File: config.mk
export PLATFORM = sky130hd
export DESIGN_NAME = parity_char_unit
export DESIGN_NICKNAME = d
export VERILOG_FILES = /design/src/rtl/pcu_pkg.sv /design/src/rtl/pcu_tx_stage.sv /design/src/rtl/pcu_rx_stage.sv /design/src/rtl/parity_char_unit.sv
export SDC_FILE = /design/constraint.sdc
export NUM_CORES = 1
export LEC_CHECK = 0
export BUFFER_PORTS_ARGS = -buffer_cell sky130_fd_sc_hd__buf_4
export CORE_MARGIN = 2
export CORE_UTILIZATION = 45
export DETAILED_ROUTE_END_ITERATION = 12
export MAX_ROUTING_LAYER = met4
export PLACE_DENSITY = 0.8
export SLEW_MARGIN = 40
export SYNTH_ARGS = -nofsm -noshare
export SYNTH_HDL_FRONTEND = slang
export SYNTH_SLANG_ARGS = --single-unit
File: constraint.sdc
create_clock -name clk -period 2.6 [get_ports clk]
set_input_delay 0.52 -clock clk [delete_from_list [all_inputs] [get_ports clk]]
set_output_delay 0.52 -clock clk [all_outputs]
set_load 0.05 [all_outputs]
File: src/rtl/pcu_pkg.sv
package pcu_pkg;
  typedef enum logic [1:0] {
    PM_ODD  = 2'b00,
    PM_LOW  = 2'b01,
    PM_EVEN = 2'b10,
    PM_HIGH = 2'b11
  } par_mode_e;

  localparam int unsigned BYTE_W = 8;
endpackage

File: src/rtl/pcu_tx_stage.sv
module pcu_tx_stage
  import pcu_pkg::*;
#(
  parameter int unsigned DW = BYTE_W
) (
  input  logic          clk,
  input  logic          rst,
  input  logic          par_en,
  input  logic [1:0]    mode,
  input  logic          in_valid,
  output logic          in_ready,
  input  logic [DW-1:0] in_data,
  output logic          out_valid,
  input  logic          out_ready,
  output logic [DW:0]   out_word
);
  logic par_bit;
  logic take;

  // parity bit for the byte now on the input, under the mode now applied
  always_comb begin
    par_bit = 1'b0;
    if (par_en) begin
      case (par_mode_e'(mode))
        PM_ODD:  par_bit = ~(^in_data);
        PM_EVEN: par_bit = ^in_data;
        PM_LOW:  par_bit = 1'b0;
        PM_HIGH: par_bit = 1'b1;
        default: par_bit = 1'b0;
      endcase
    end
  end

  assign in_ready = !out_valid || out_ready;
  assign take     = in_valid && in_ready;

  always_ff @(posedge clk) begin
    if (rst) begin
      out_valid <= 1'b0;
      out_word  <= '0;
    end else if (take) begin
      out_valid <= 1'b1;
      out_word  <= {par_bit, in_data};
    end else if (out_ready) begin
      out_valid <= 1'b0;
    end
  end

  p_odd_total_r2: assert property (@(posedge clk) disable iff (rst)
    (take && par_en && mode == 2'b00) |=> (^out_word) == 1'b1);

  p_even_total_r3: assert property (@(posedge clk) disable iff (rst)
    (take && par_en && mode == 2'b10) |=> (^out_word) == 1'b0);

  p_forced_r4: assert property (@(posedge clk) disable iff (rst)
    (take && par_en && mode[0]) |=> out_word[DW] == $past(mode[1]));

  p_off_r5: assert property (@(posedge clk) disable iff (rst)
    (take && !par_en) |=> !out_word[DW]);

  p_hold_tx_r9: assert property (@(posedge clk) disable iff (rst)
    (out_valid && !out_ready) |=> (out_valid && $stable(out_word)));
endmodule

File: src/rtl/pcu_rx_stage.sv
module pcu_rx_stage
  import pcu_pkg::*;
#(
  parameter int unsigned DW = BYTE_W
) (
  input  logic          clk,
  input  logic          rst,
  input  logic          par_en,
  input  logic [1:0]    mode,
  input  logic          gate_en,
  input  logic          rts,
  input  logic          in_valid,
  output logic          in_ready,
  input  logic [DW:0]   in_word,
  output logic          out_valid,
  input  logic          out_ready,
  output logic [DW-1:0] out_data,
  output logic          out_err
);
  logic bad;
  logic odd_ones;
  logic take;
  logic muted;

  assign odd_ones = ^in_word;

  always_comb begin
    bad = 1'b0;
    if (par_en) begin
      case (par_mode_e'(mode))
        PM_ODD:  bad = !odd_ones;
        PM_EVEN: bad = odd_ones;
        PM_LOW:  bad = in_word[DW];
        PM_HIGH: bad = !in_word[DW];
        default: bad = 1'b0;
      endcase
    end
  end

  assign muted    = gate_en && rts;
  assign in_ready = !out_valid || out_ready;
  assign take     = in_valid && in_ready;

  always_ff @(posedge clk) begin
    if (rst) begin
      out_valid <= 1'b0;
      out_data  <= '0;
      out_err   <= 1'b0;
    end else if (take && !muted) begin
      out_valid <= 1'b1;
      out_data  <= in_word[DW-1:0];
      out_err   <= bad;
    end else if (out_ready) begin
      out_valid <= 1'b0;
    end
  end

  p_low_high_r7: assert property (@(posedge clk) disable iff (rst)
    (take && !muted && par_en && mode[0]) |=> out_err == ($past(in_word[DW]) != $past(mode[1])));

  p_err_off_r5: assert property (@(posedge clk) disable iff (rst)
    (take && !muted && !par_en) |=> !out_err);

  p_gate_drop_r10: assert property (@(posedge clk) disable iff (rst)
    (take && muted) |=> !out_valid);

  p_hold_rx_r9: assert property (@(posedge clk) disable iff (rst)
    (out_valid && !out_ready) |=> (out_valid && $stable(out_data) && $stable(out_err)));
endmodule

File: src/rtl/parity_char_unit.sv
module parity_char_unit
  import pcu_pkg::*;
#(
  parameter int unsigned DW = BYTE_W
) (
  input  logic          clk,
  input  logic          rst,
  input  logic          par_en,
  input  logic [1:0]    tx_mode,
  input  logic [1:0]    rx_mode,
  input  logic          rx_gate_en,
  input  logic          rts,
  input  logic          tx_in_valid,
  output logic          tx_in_ready,
  input  logic [DW-1:0] tx_in_data,
  output logic          tx_out_valid,
  input  logic          tx_out_ready,
  output logic [DW:0]   tx_out_word,
  input  logic          rx_in_valid,
  output logic          rx_in_ready,
  input  logic [DW:0]   rx_in_word,
  output logic          rx_out_valid,
  input  logic          rx_out_ready,
  output logic [DW-1:0] rx_out_data,
  output logic          rx_out_err
);
  pcu_tx_stage #(.DW(DW)) u_tx (
    .clk      (clk),
    .rst      (rst),
    .par_en   (par_en),
    .mode     (tx_mode),
    .in_valid (tx_in_valid),
    .in_ready (tx_in_ready),
    .in_data  (tx_in_data),
    .out_valid(tx_out_valid),
    .out_ready(tx_out_ready),
    .out_word (tx_out_word)
  );

  pcu_rx_stage #(.DW(DW)) u_rx (
    .clk      (clk),
    .rst      (rst),
    .par_en   (par_en),
    .mode     (rx_mode),
    .gate_en  (rx_gate_en),
    .rts      (rts),
    .in_valid (rx_in_valid),
    .in_ready (rx_in_ready),
    .in_word  (rx_in_word),
    .out_valid(rx_out_valid),
    .out_ready(rx_out_ready),
    .out_data (rx_out_data),
    .out_err  (rx_out_err)
  );

  p_reset_clear_r1: assert property (@(posedge clk)
    $past(rst) |-> (!tx_out_valid && !rx_out_valid && !rx_out_err));
endmodule

# After elaboration in Yosys (flattened, before gate mapping)

Index checks and enable logic that the tools add are counted.

Input port bits: 30
Latch bits: 0
Bits in read-only memories: 0
Memories: 0
Bits in registers: 20
RAM bits: 0
Word-level logic and storage cells: 37
Output and inout port bits: 22

Shifts and indexed selects: 0
Reductions and logical operators: 17
Multiply operators: 0
Bitwise operators: 1
Magnitude comparators: 0
Equal/unequal tests: 6
Mux-type cells: 8
$add $sub $neg: 0
Divide/modulo/power cells: 0

Operator list:

| cell                                          | number |
|---|---|
| parity 9 bit                                  | 1 |
| == test 2 bit, second input constant          | 4 |
| one-hot mux 1 bit (4 select lines)            | 2 |
| parity 8 bit                                  | 1 |
| 2-to-1 mux 1 bit                              | 6 |
| zero test 1 bit                               | 5 |
| == test 2 x 1 -> 1 bit, second input constant | 2 |
| logical AND 1 bit                             | 4 |
| zero test 2 bit                               | 2 |
| nonzero test 2 bit                            | 2 |
| logical OR 1 bit                              | 2 |
| inverter 1 bit                                | 1 |

# Logic depth before layout (Yosys ltp)

Gate-level depths: netlist of the first run.

Word-level depth: 5
Depth in mapped cells: 6
Gate-level depth less buffers: 5

# Modules after synthesis

A second synthesis of the first run with hierarchy kept.

Cell total of the unflattened synthesis: 106
Area, all modules: 909.6 um2

By module, submodules not included:

| module       | sequential area each (um2) | cells each | area each (um2) | times used |
|---|---|---|---|---|
| pcu_rx_stage | 200.2                      | 50         | 456.7           | 1 |
| pcu_tx_stage | 200.2                      | 56         | 452.9           | 1 |

# Worst setup path before layout of the first run

OpenSTA, ideal clock, no wires.

Path kind: reg-to-reg
Start: reg u_rx.out_valid
End: reg u_rx.out_err
Required time: 2.468 ns
Slack: 0.644 ns
Data arrival time: 1.824 ns
Cell stages (with the launch flop): 7
Clock period less this slack: 1.956 ns
Buffers on the path: 1
Setup time: 0.132 ns
Path through: dfxtp_1 -> nand2b_1 -> nand3_1 -> buf_2 -> nor2_1 -> a21oi_1 -> a31oi_1

Cells in the longest elaborated chain, start to end: 4

Ends and longest elaborated chain:

| element                | line                   | RTL |
|---|---|---|
| start, declared        | pcu_rx_stage.sv:15     | `output logic out_valid,` |
| start signal, assigned | pcu_rx_stage.sv:46     | `out_valid <= 1'b0;` |
| start signal, assigned | pcu_rx_stage.sv:50     | `out_valid <= 1'b1;` |
| start signal, assigned | pcu_rx_stage.sv:54     | `out_valid <= 1'b0;` |
| zero test 1 bit        | pcu_rx_stage.sv:41     | `assign in_ready = !out_valid \|\| out_ready;` |
| logical OR 1 bit       | pcu_rx_stage.sv:41     |  |
| net rx_in_ready        | parity_char_unit.sv:20 | `output logic rx_in_ready,` |
| logical AND 1 bit      | pcu_rx_stage.sv:42     | `assign take = in_valid && in_ready;` |
| logical AND 1 bit      | pcu_rx_stage.sv:49     | `end else if (take && !muted) begin` |
| end signal, assigned   | pcu_rx_stage.sv:48     | `out_err <= 1'b0;` |
| end signal, assigned   | pcu_rx_stage.sv:52     | `out_err <= bad;` |
| end, declared          | pcu_rx_stage.sv:18     | `output logic out_err` |

The timed path passes the listed nets, and every way through them passes these cells.
A chain may end at the register's enable or synchronous reset.

# Worst setup path after layout of the first run

Start: in tx_out_ready
End: reg u_tx.out_word[8]

Cells in the longest elaborated chain, start to end: 2

Ends and longest elaborated chain:

| element              | line                   | RTL |
|---|---|---|
| start, declared      | parity_char_unit.sv:17 | `input logic tx_out_ready,` |
| logical OR 1 bit     | pcu_tx_stage.sv:34     | `assign in_ready = !out_valid \|\| out_ready;` |
| logical AND 1 bit    | pcu_tx_stage.sv:35     | `assign take = in_valid && in_ready;` |
| end signal, assigned | pcu_tx_stage.sv:43     | `out_word <= {par_bit, in_data};` |
| end, declared        | pcu_tx_stage.sv:15     | `output logic [DW:0] out_word` |

No other way between the ends.

==> results of run 1 <==
-- per-stage QoR --
stage / instance area, um2 / utilization [%] / std cells / hold WS [ns]
2_1_floorplan: 901 / - / 105 / 0.660
3_3_place_gp: 1290 / 67.3 / 177 / 0.452
3_5_place_dp: 1290 / 67.3 / 177 / 0.449
4_1_cts: 1320 / 68.4 / 180 / 0.464
5_1_grt: 1320 / 68.4 / 180 / 0.447
6_report: 1320 / 68.4 / 180 / 0.463
-- registers in the layout, indices dropped and copies added, names as in the netlist --
register	cells
u_tx.out_word	9
u_tx.out_valid	1
u_rx.out_err	1
u_rx.out_valid	1
u_rx.out_data	8
-- power breakdown --
group          switching [uW]  leakage, uW  internal [uW]  total [uW]
Combinational             141     0.000438           97.2         238
Clock                    86.6    0.0000138           53.9         140
Sequential               10.1     0.000165            326         336
-- path summary, 6_finish.rpt --
kind	endpoint
worst max-delay path	u_tx.out_word[8]$_SDFFE_PP0P_
worst min-delay path	u_tx.out_word[6]$_SDFFE_PP0P_
worst max register to register	u_tx.out_word[8]$_SDFFE_PP0P_
worst min register to register	u_tx.out_word[6]$_SDFFE_PP0P_
-- kinds of logic after synthesis --
kind of cell           share of synthesized area, %
multiplexers                                   8.89
AO/OA/AOI/OAI                                  8.33
buffers and inverters                          3.61
flip-flops                                     44.4
XOR/XNOR                                       14.6
AND/OR/NAND/NOR                                20.1
-- final cells by class --
cell class              instances  share of cell area (%)
clock buffers                   3                    1.71
inverters                       2                   0.571
multi-input cells              77                    35.6
flip-flops and latches         20                    30.4
well taps                      27                    2.57
repair buffers                 51                    29.1
-- worst max-delay path, stage by stage --
cell,delay [ns]
buf_4,0.07
nand2b_1,0.32
nand2_1,0.31
or4_1,0.46
o311ai_0,0.25
-- cells in the final DEF, fill, tap and decap left out --
cell	count
mux2i_1	8
nor4_1	1
buf_4	51
inv_1	2
or4_1	1
clkbuf_4	3
dfxtp_1	20
xnor2_1	13
nand3_1	10
a21oi_1	11
o311ai_0	1
o21ai_0	1
or3_1	1
nand2b_1	2
nor2_1	9
nand3b_1	1
a31oi_1	1
xor2_1	2
nand2_1	14
nor3_1	1
-- per-layer routing --
layer / part of all wire [%] / track usage, % / vias up
met5: 0 / - / -
met4: 0.96 / 9.05 / 0
met3: 6.0 / 3.09 / 2
met2: 53 / 32.6 / 35
met1: 40 / 21.9 / 404
li1: - / - / 452
==> run_results.csv, run 1 <==
group,metric,value,unit
detailed_routing,avgRoutedWirePerCell,11.6,um
clock_tree,cts_num_sinks,20,
final_layout,multi_input_area,468,um2
clock_tree,cts_made_buffers,3,
yosys,synth_edf_count,0,
final_layout,drive_gt1_share,35.3,%
sta,setup_ws,0.865,ns
clock_tree,ctsRootBufferMaster,"clkbuf_4",
yosys,synth_cells,105,
final_layout,antenna_cells,0,
floorplanning,io_pins,52,
yosys,ys_top_cells_by_count,"20 x dfxtp_1, 14 x nand2_1, 13 x xnor2_1",
clock_tree,post_cts.resized_instances,0,
global_route,grt_pass1_wl,3530,um
yosys,netlist_area,901,um2
floorplanning,rows,16,
clock_tree,cts_max_level,1,
sta,hold_violations,0,
pwr,powerDensity,543,nW/um2
final_layout,areaGrowthSynthToFinish,46.0,%
yosys,synth_nets,135,
yosys,ys_ff_latch,20,
setup_path,timing.reg2reg.worst_path_depth,4,
detailed_routing,vias,893,
pwr,cellLeakagePower,0.000616,uW
pwr,power.total,714,uW
yosys,synth.avg_cell_area,8.58,um2
setup_path,worstSetupPathType,"input port to flip-flop",
detailed_routing,firstDrtPassIters,4,
yosys,synthMostInstantiatedCell,"dfxtp_1",
detailed_routing,first_iter_violations,15,
sta,worst_pin_slew,0.600,ns
clock_tree,cts-hold-fix-buffers,0,
setup_path,required,2.80,ns
sta,report.final.slew_viol_count,0,
clock_tree,clk_path_buf_depth,2,
clock_tree,cts_tree,"done",
yosys,synth_top_area_share,44.4,%
placed_design,post-dp-hpwl,1640,um
placed_design,routabilityCongestion,0.798,
floorplanning,initial_core_util,46.9,%
clock_tree,cts_setup_buffers,0,
clock_tree,clk_latency,0.29,ns
floorplanning,die_w,48.7,um
min_path,min_path_cells,2,
setup_path,rrSetupSlack,0.88,ns
yosys,ys_types,20,
sta,slew_headroom,59.9,%
sta,skew,0.00579,ns
floorplanning,core,1920,um2
yosys,yosys.area.top_type,"dfxtp_1",
setup_path,cp-end-kind,"flip-flop",
setup_path,worstSetupStartpoint,"tx_out_ready",
min_path,hp-class,"flip-flop to flip-flop",
floorplanning,die-area,2380,um2
final_layout,nNetsFinal,185,
yosys,synthFlopType,"dfxtp_1",
clock_tree,path_clk_slew,0.11,ns
detailed_routing,drc_errors,0,
global_route,grt_pass1_vias,838,
global_route,grt_usage,19.1,%
sta,tns,0,ns
placed_design,dp_slack,0.571,ns
final_layout,nFillCells,184,
sta,setup_viol,0,
setup_path,cp-start-kind,"input port",
sta,period_needed,1.74,ns
detailed_routing,ant_nets,0,
setup_path,worstReg2RegStart,"u_tx.out_valid$_SDFFE_PP0P_",
min_path,hp-start,"u_tx.out_word[6]$_SDFFE_PP0P_",
placed_design,portBuffers,51,
yosys,ys.warnings.count,0,
setup_path,cp_max_fo,11,
sta,fin_crit_sh,66.7,%
flow_run,cap_violations,0,
global_route,grt_max_degree,23,
status,status,"completed",
yosys,async_reset_ff_share,0,%
pwr,max-vdd-ir-drop,338,uV
yosys,synth_seq_area_share,44.4,%
global_route,overflow,0,
floorplanning,die_y,48.7,um
final_layout,regArea,400,um2
detailed_routing,viasPerCell,4.96,
setup_path,worstPathArrival,1.94,ns
sta,rsz0062_at_grt,"no",
global_route,grt_antenna_before_repair,0,
detailed_routing,wl,2080,um
sta,fmax,0.576,GHz
yosys,synth.area.top_cells,"dfxtp_1 44%, xnor2_1 13%, mux2i_1 8.9%",
(Power assumes the default switching activity.)
==> inputs of run 2 (changes only) <==
--- a/config.mk
+++ b/config.mk
@@ -7,10 +7,10 @@
 export LEC_CHECK = 0
 export BUFFER_PORTS_ARGS = -buffer_cell sky130_fd_sc_hd__buf_4
 export CORE_MARGIN = 2
-export CORE_UTILIZATION = 45
+export CORE_UTILIZATION = 38
 export DETAILED_ROUTE_END_ITERATION = 12
 export MAX_ROUTING_LAYER = met4
-export PLACE_DENSITY = 0.8
+export PLACE_DENSITY = 0.72
 export SLEW_MARGIN = 40
 export SYNTH_ARGS = -nofsm -noshare
 export SYNTH_HDL_FRONTEND = slang
==> constraint.sdc (replaced) <==
create_clock -name clk -period 1.4 [get_ports clk]
set_input_delay 0.28 -clock clk [delete_from_list [all_inputs] [get_ports clk]]
set_output_delay 0.28 -clock clk [all_outputs]
set_load 0.05 [all_outputs]
==> run 2 against run 1 <==
Sequential cell count is the same. Die area grew 17%. First-iteration DRC count fell by 53%. Core utilization fell by 5.7 points. Register-to-register slack lost 0.75 ns. Final cell count up 3.9%. Clock skew down 0.0026 ns. Sequential power grew 86%. Critical path type is now flip-flop to output port. Largest cell class unchanged.
==> run_results.csv, run 2 (synthesis results as in run 1) <==
group,metric,value,unit
sta,tns,0,ns
clock_tree,clk_path_buf_depth,2,
global_route,use_met1,21.9,%
floorplanning,io_pins,52,
pwr,max-vdd-ir-drop,720,uV
setup_path,required,1.12,ns
sta,rsz0062_at_grt,"no",
floorplanning,die_w,52.7,um
setup_path,cp-end-kind,"output port",
setup_path,worstReg2RegStart,"u_tx.out_valid$_SDFFE_PP0P_",
global_route,grt_max_degree,22,
flow_run,cap_violations,0,
min_path,hp-class,"input port to flip-flop",
floorplanning,rows,17,
pwr,powerDensity,1030,nW/um2
final_layout,nNetsFinal,190,
setup_path,worstSetupStartpoint,"u_tx.out_valid$_SDFFE_PP0P_",
clock_tree,ctsRootBufferMaster,"clkbuf_4",
sta,setup_viol,0,
sta,hold_violations,0,
sta,worst_pin_slew,0.256,ns
clock_tree,cts_num_sinks,20,
detailed_routing,avgRoutedWirePerCell,11.6,um
pwr,cellLeakagePower,0.000662,uW
min_path,hp-start,"tx_mode[0]",
clock_tree,path_clk_slew,0.11,ns
status,status,"completed",
global_route,grt_usage,18.3,%
placed_design,dp.cells,183,
detailed_routing,firstDrtPassIters,4,
final_layout,top_register,"u_tx.out_word",
global_route,grt_use_met2,28.5,%
floorplanning,die-area,2780,um2
floorplanning,initial_core_util,40.3,%
clock_tree,clk_latency,0.31,ns
clock_tree,cts_tree,"done",
detailed_routing,viasPerCell,4.80,
final_layout,nFillCells,209,
global_route,grt_pass1_vias,824,
floorplanning,core,2230,um2
final_layout,largest_reg_flops,9,
detailed_routing,vias,898,
final_layout,antenna_cells,0,
sta,report.final.slew_viol_count,0,
final_layout,final_cell_mix,"53 x buf_4, 18 x dfxtp_1, 14 x nand2_1, 13 x xnor2_1, 11 x a21oi_1",
placed_design,post-dp-hpwl,1710,um
final_layout,layout_commonest_cell,"buf_4",
placed_design,portBuffers,51,
final_layout,areaGrowthSynthToFinish,55.4,%
detailed_routing,drc_errors,0,
setup_path,worstPathArrival,1.05,ns
global_route,overflow,0,
sta,skew,0.00324,ns
global_route,grt_pass1_wl,3570,um
pwr,power.total,1440,uW
detailed_routing,first_iter_violations,7,
setup_path,worstSetupPathType,"flip-flop to output port",
global_route,met3_usage,3.71,%
floorplanning,die_y,52.7,um
setup_path,cp_max_fo,10,
detailed_routing,wl,2170,um
global_route,busiest_layer,"met2",
final_layout,drive_gt1_share,39.6,%
global_route,grt_antenna_before_repair,0,
detailed_routing,ant_nets,0,
clock_tree,cts_max_level,1,
clock_tree,cts-hold-fix-buffers,0,
clock_tree,cts_made_buffers,3,
sta,fin_crit_sh,95.1,%
setup_path,cp-start-kind,"flip-flop",
sta,period_needed,1.33,ns
final_layout,layout.cells.non_filler,187,
final_layout,top_regs,"u_tx.out_word (9), u_rx.out_data (8)",
sta,slew_headroom,82.9,%
sta,fmax,0.751,GHz
placed_design,routabilityCongestion,0.831,
[run 2: worst paths after layout]
path / slack, ns / to / depth (start not counted)
max: 0.07 / tx_in_ready / 3
min: 0.18 / u_tx.out_word[8]$_SDFFE_PP0P_ / 2
max reg2reg: 0.13 / u_tx.out_word[8]$_SDFFE_PP0P_ / 4
min reg2reg: 0.47 / u_tx.out_word[7]$_SDFFE_PP0P_ / 2
[run 2: where the power goes]
group | switching (uW) | internal, uW
sequential | 19.0 | 605
combinational | 267 | 199
clock | 189 | 159
[run 2: critical path, cell delays in order, from the launching register on]
cell	delay, ns
dfxtp_2	0.34
nand2b_1	0.10
buf_6	0.15
buf_6	0.16
[run 2: final cells by class]
cell class	instances	area, um2	area share (%)
Tap cell	28	35.0	2.50
Timing Repair Buffer	56	440	31.5
Inverter	2	7.51	0.536
Clock buffer	4	36.3	2.59
Multi-Input combinational cell	77	475	34.0
Sequential cell	20	405	29.0
[run 2: metal layers]
layer	up-vias	wire, um
met1	413	931
li1	460	-
met2	21	1090
met3	4	112
met5	-	0
met4	0	36
[run 2: timing repair]
action / CTS / global route
gates resized for setup: 1 / 2
setup endpoints to repair: 1 / 2
endpoints found under the hold margin: 0 / 0
buffers inserted: 0 / 0
[run 2: per-stage QoR]
step	utilization [%]	area [um2]	setup slack, ns	hold WS (ns)
after detailed placement	60.7	1360	0.000384	0.452
after global placement	60.7	1360	0.0362	0.447
after global routing	62.7	1400	0.00794	0.183
final	62.7	1400	0.0690	0.180
after CTS	62.5	1400	0.0275	0.198
after floorplan	-	915	0.0401	0.410
==> inputs of run 3 (changes only) <==
--- a/config.mk
+++ b/config.mk
@@ -5,12 +5,13 @@
 export SDC_FILE = /design/constraint.sdc
 export NUM_CORES = 1
 export LEC_CHECK = 0
+export ABC_AREA = 1
 export BUFFER_PORTS_ARGS = -buffer_cell sky130_fd_sc_hd__buf_4
 export CORE_MARGIN = 2
-export CORE_UTILIZATION = 38
+export CORE_UTILIZATION = 41
 export DETAILED_ROUTE_END_ITERATION = 12
 export MAX_ROUTING_LAYER = met4
-export PLACE_DENSITY = 0.72
+export PLACE_DENSITY = 0.73
 export SLEW_MARGIN = 40
 export SYNTH_ARGS = -nofsm -noshare
 export SYNTH_HDL_FRONTEND = slang
==> run 3 against run 2 <==
Routed wire length increased by 17%. Highest routed layer is now met3. Clock-buffer cell count decreased by 1. Synthesized area increased by 22%. Sequential power increased by 2%. Largest power group unchanged. Hold slack improved by 0.065 ns. Worst setup slack improved by 0.025 ns. Sequential cell count unchanged. Register-to-register slack improved by 0.18 ns. Synthesized cell count increased by 63%. Critical endpoint is now rx_in_ready. Combinational power increased by 11%.
==> run_results.csv, run 3 <==
group,metric,value,unit
status,status,"completed",
pwr,powerDensity,1050,nW/um2
yosys,synth_mux_area_share,0,%
final_layout,antenna_cells,0,
clock_tree,ctsRootBufferMaster,"clkbuf_4",
sta,tns,0,ns
global_route,grt_antenna_before_repair,0,
detailed_routing,drc_errors,0,
yosys,synth_cells,171,
clock_tree,cts_setup_buffers,0,
floorplanning,die-area,3120,um2
setup_path,cp-end-kind,"output port",
clock_tree,path_clk_slew,0.11,ns
sta,fmax,0.766,GHz
detailed_routing,ant_nets,0,
yosys,synth_top_area_share,36.3,%
flow_run,cap_violations,0,
yosys,yosys.area.top_type,"dfxtp_1",
setup_path,cp-start-kind,"flip-flop",
detailed_routing,wl,2530,um
yosys,async_reset_ff_share,0,%
detailed_routing,vias,1189,
global_route,grt_usage,17.5,%
yosys,synthMostInstantiatedCell,"nand2_1",
sta,period_needed,1.31,ns
final_layout,layout_commonest_cell,"nand2_1",
yosys,synth.avg_cell_area,6.45,um2
yosys,synthFlopType,"dfxtp_1",
final_layout,top_register,"u_tx.out_word",
pwr,max-vdd-ir-drop,548,uV
global_route,overflow,0,
pwr,power.total,1630,uW
clock_tree,clk_path_buf_depth,2,
pwr,cellLeakagePower,0.000868,uW
floorplanning,io_pins,52,
setup_path,timing.rr.end,"u_rx.out_data[0]$_SDFFE_PP0P_",
setup_path,required,1.12,ns
global_route,grt_pass1_wl,4310,um
floorplanning,die_w,55.9,um
yosys,ys_top_cells_by_count,"57 x nand2_1, 24 x nor2_1, 23 x inv_1",
sta,report.final.slew_viol_count,0,
clock_tree,cts_max_level,1,
floorplanning,die_y,55.9,um
sta,setup_ws,0.0940,ns
sta,worst_pin_slew,0.249,ns
sta,fin_crit_sh,93.3,%
yosys,synth.area.top_cells,"dfxtp_1 36%, nand2_1 19%, a211oi_1 9.5%",
yosys,synth_seq_area_share,36.3,%
floorplanning,core,2520,um2
setup_path,rrSetupSlack,0.31,ns
floorplanning,rows,18,
placed_design,portBuffers,51,
yosys,synth_compound_area_share,12.6,%
clock_tree,cts_tree,"done",
setup_path,worstReg2RegStart,"u_rx.out_valid$_SDFFE_PP0P_",
setup_path,timing.reg2reg.worst_path_depth,7,
yosys,ys_ff_latch,20,
sta,setup_viol,0,
min_path,min_path_cells,3,
detailed_routing,viasPerCell,4.72,
final_layout,final_cell_mix,"57 x nand2_1, 51 x buf_4, 24 x nor2_1, 23 x inv_1, 18 x dfxtp_1",
yosys,synthAdderAreaFrac,0,%
global_route,grt_max_degree,21,
setup_path,cp_max_fo,3,
yosys,yosys.area_share.simple,36.4,%
sta,hold_violations,0,
min_path,holdPathEnd,"u_rx.out_data[1]$_SDFFE_PP0P_",
min_path,hp-start,"rx_in_word[1]",
yosys,synth-xor-area-share,2.38,%
detailed_routing,avgRoutedWirePerCell,10.1,um
sta,skew,0.00988,ns
sta,rsz0062_at_grt,"no",
yosys,synth_edf_count,0,
sta,slew_headroom,83.4,%
yosys,ys.warnings.count,0,
yosys,netlist_area,1100,um2
final_layout,drive_gt1_share,32.9,%
final_layout,nNetsFinal,253,
clock_tree,post_cts.resized_instances,0,
final_layout,final_util,61.7,%
clock_tree,cts_made_buffers,3,
yosys,synth_nets,201,
yosys,synth_top_family_by_area,"simple AND/OR/NAND/NOR gates",
detailed_routing,firstDrtPassIters,4,
placed_design,routabilityCongestion,0.814,
yosys,ys_types,19,
detailed_routing,first_iter_violations,22,
final_layout,layout.cells.non_filler,252,
global_route,grt_pass1_vias,1088,
floorplanning,initial_core_util,43.7,%
final_layout,top_regs,"u_tx.out_word (9), u_rx.out_data (8)",
placed_design,post-dp-hpwl,2040,um
placed_design,dp_slack,0.176,ns
final_layout,largest_reg_flops,9,
clock_tree,clk_latency,0.30,ns
clock_tree,cts-hold-fix-buffers,0,
setup_path,worstSetupPathType,"flip-flop to output port",
final_layout,areaGrowthSynthToFinish,41.1,%
placed_design,dp.cells,248,
clock_tree,cts_num_sinks,20,
min_path,hp-class,"input port to flip-flop",
setup_path,worstPathArrival,1.03,ns
-- run 3: changes by cell type after synthesis, moves of 7 or more --
cell	change
nand2_1	+43
inv_2	+7
nor2_1	+15
a211oi_1	+14
xnor2_1	-11
inv_1	+21
mux2i_1	-8
-- run 3: per-stage QoR --
step | area (um2) | hold WS, ns
2_1_floorplan | 1100 | 0.418
3_5_place_dp | 1500 | 0.465
4_1_cts | 1560 | 0.233
5_1_grt | 1560 | 0.237
3_3_place_gp | 1500 | 0.455
6_report | 1560 | 0.245
-- run 3: worst max-delay path by stage --
stage | to | slack (ns) | depth (start not counted) | from
after global placement | u_rx.out_err$_SDFFE_PP0P_ | 0.22 | 12 | rx_in_word[4]
after global routing | rx_in_ready | 0.006 | 4 | u_rx.out_valid$_SDFFE_PP0P_
after CTS | rx_in_ready | 0.08 | 4 | u_rx.out_valid$_SDFFE_PP0P_
after floorplan | u_tx.out_word[3]$_SDFFE_PP0P_ | 0.007 | 6 | u_tx.out_valid$_SDFFE_PP0P_
after detailed placement | u_rx.out_err$_SDFFE_PP0P_ | 0.18 | 12 | rx_in_word[4]
final | rx_in_ready | 0.09 | 4 | u_rx.out_valid$_SDFFE_PP0P_
-- run 3: cell families after synthesis --
logic type,count (synthesis)
flops,20
simple gates,94
buf+inv,34
compound gates,20
xor+xnor,3
-- run 3: layout make-up --
type	count	area [um2]
fill	251	967
clock inverter	1	30.0
inverter	30	113
multi-input combinational	117	567
clock buffer	3	22.5
tap	30	37.5
timing repair buffer	51	383
sequential	20	403
-- run 3: metal layers --
| metal | routed length [um] | vias to the layer above | GRT usage (%) |
|---|---|---|---|
| met1 | 1050 | 516 | 18.4 |
| li1 | - | 633 | - |
| met4 | 0 | 0 | 4.76 |
| met2 | 1310 | 40 | 32.8 |
| met3 | 172 | 0 | 3.72 |
| met5 | 0 | - | - |
-- run 3: power by group --
group	switching (uW)	total, uW	internal (uW)
logic	333	519	185
registers	22.9	636	613
clock network	184	474	289
-- run 3: critical path, cell delays in order (launching register included) --
cell,delay (ns)
dfxtp_2,0.34
inv_1,0.03
nor2_1,0.10
inv_2,0.07
buf_4,0.19
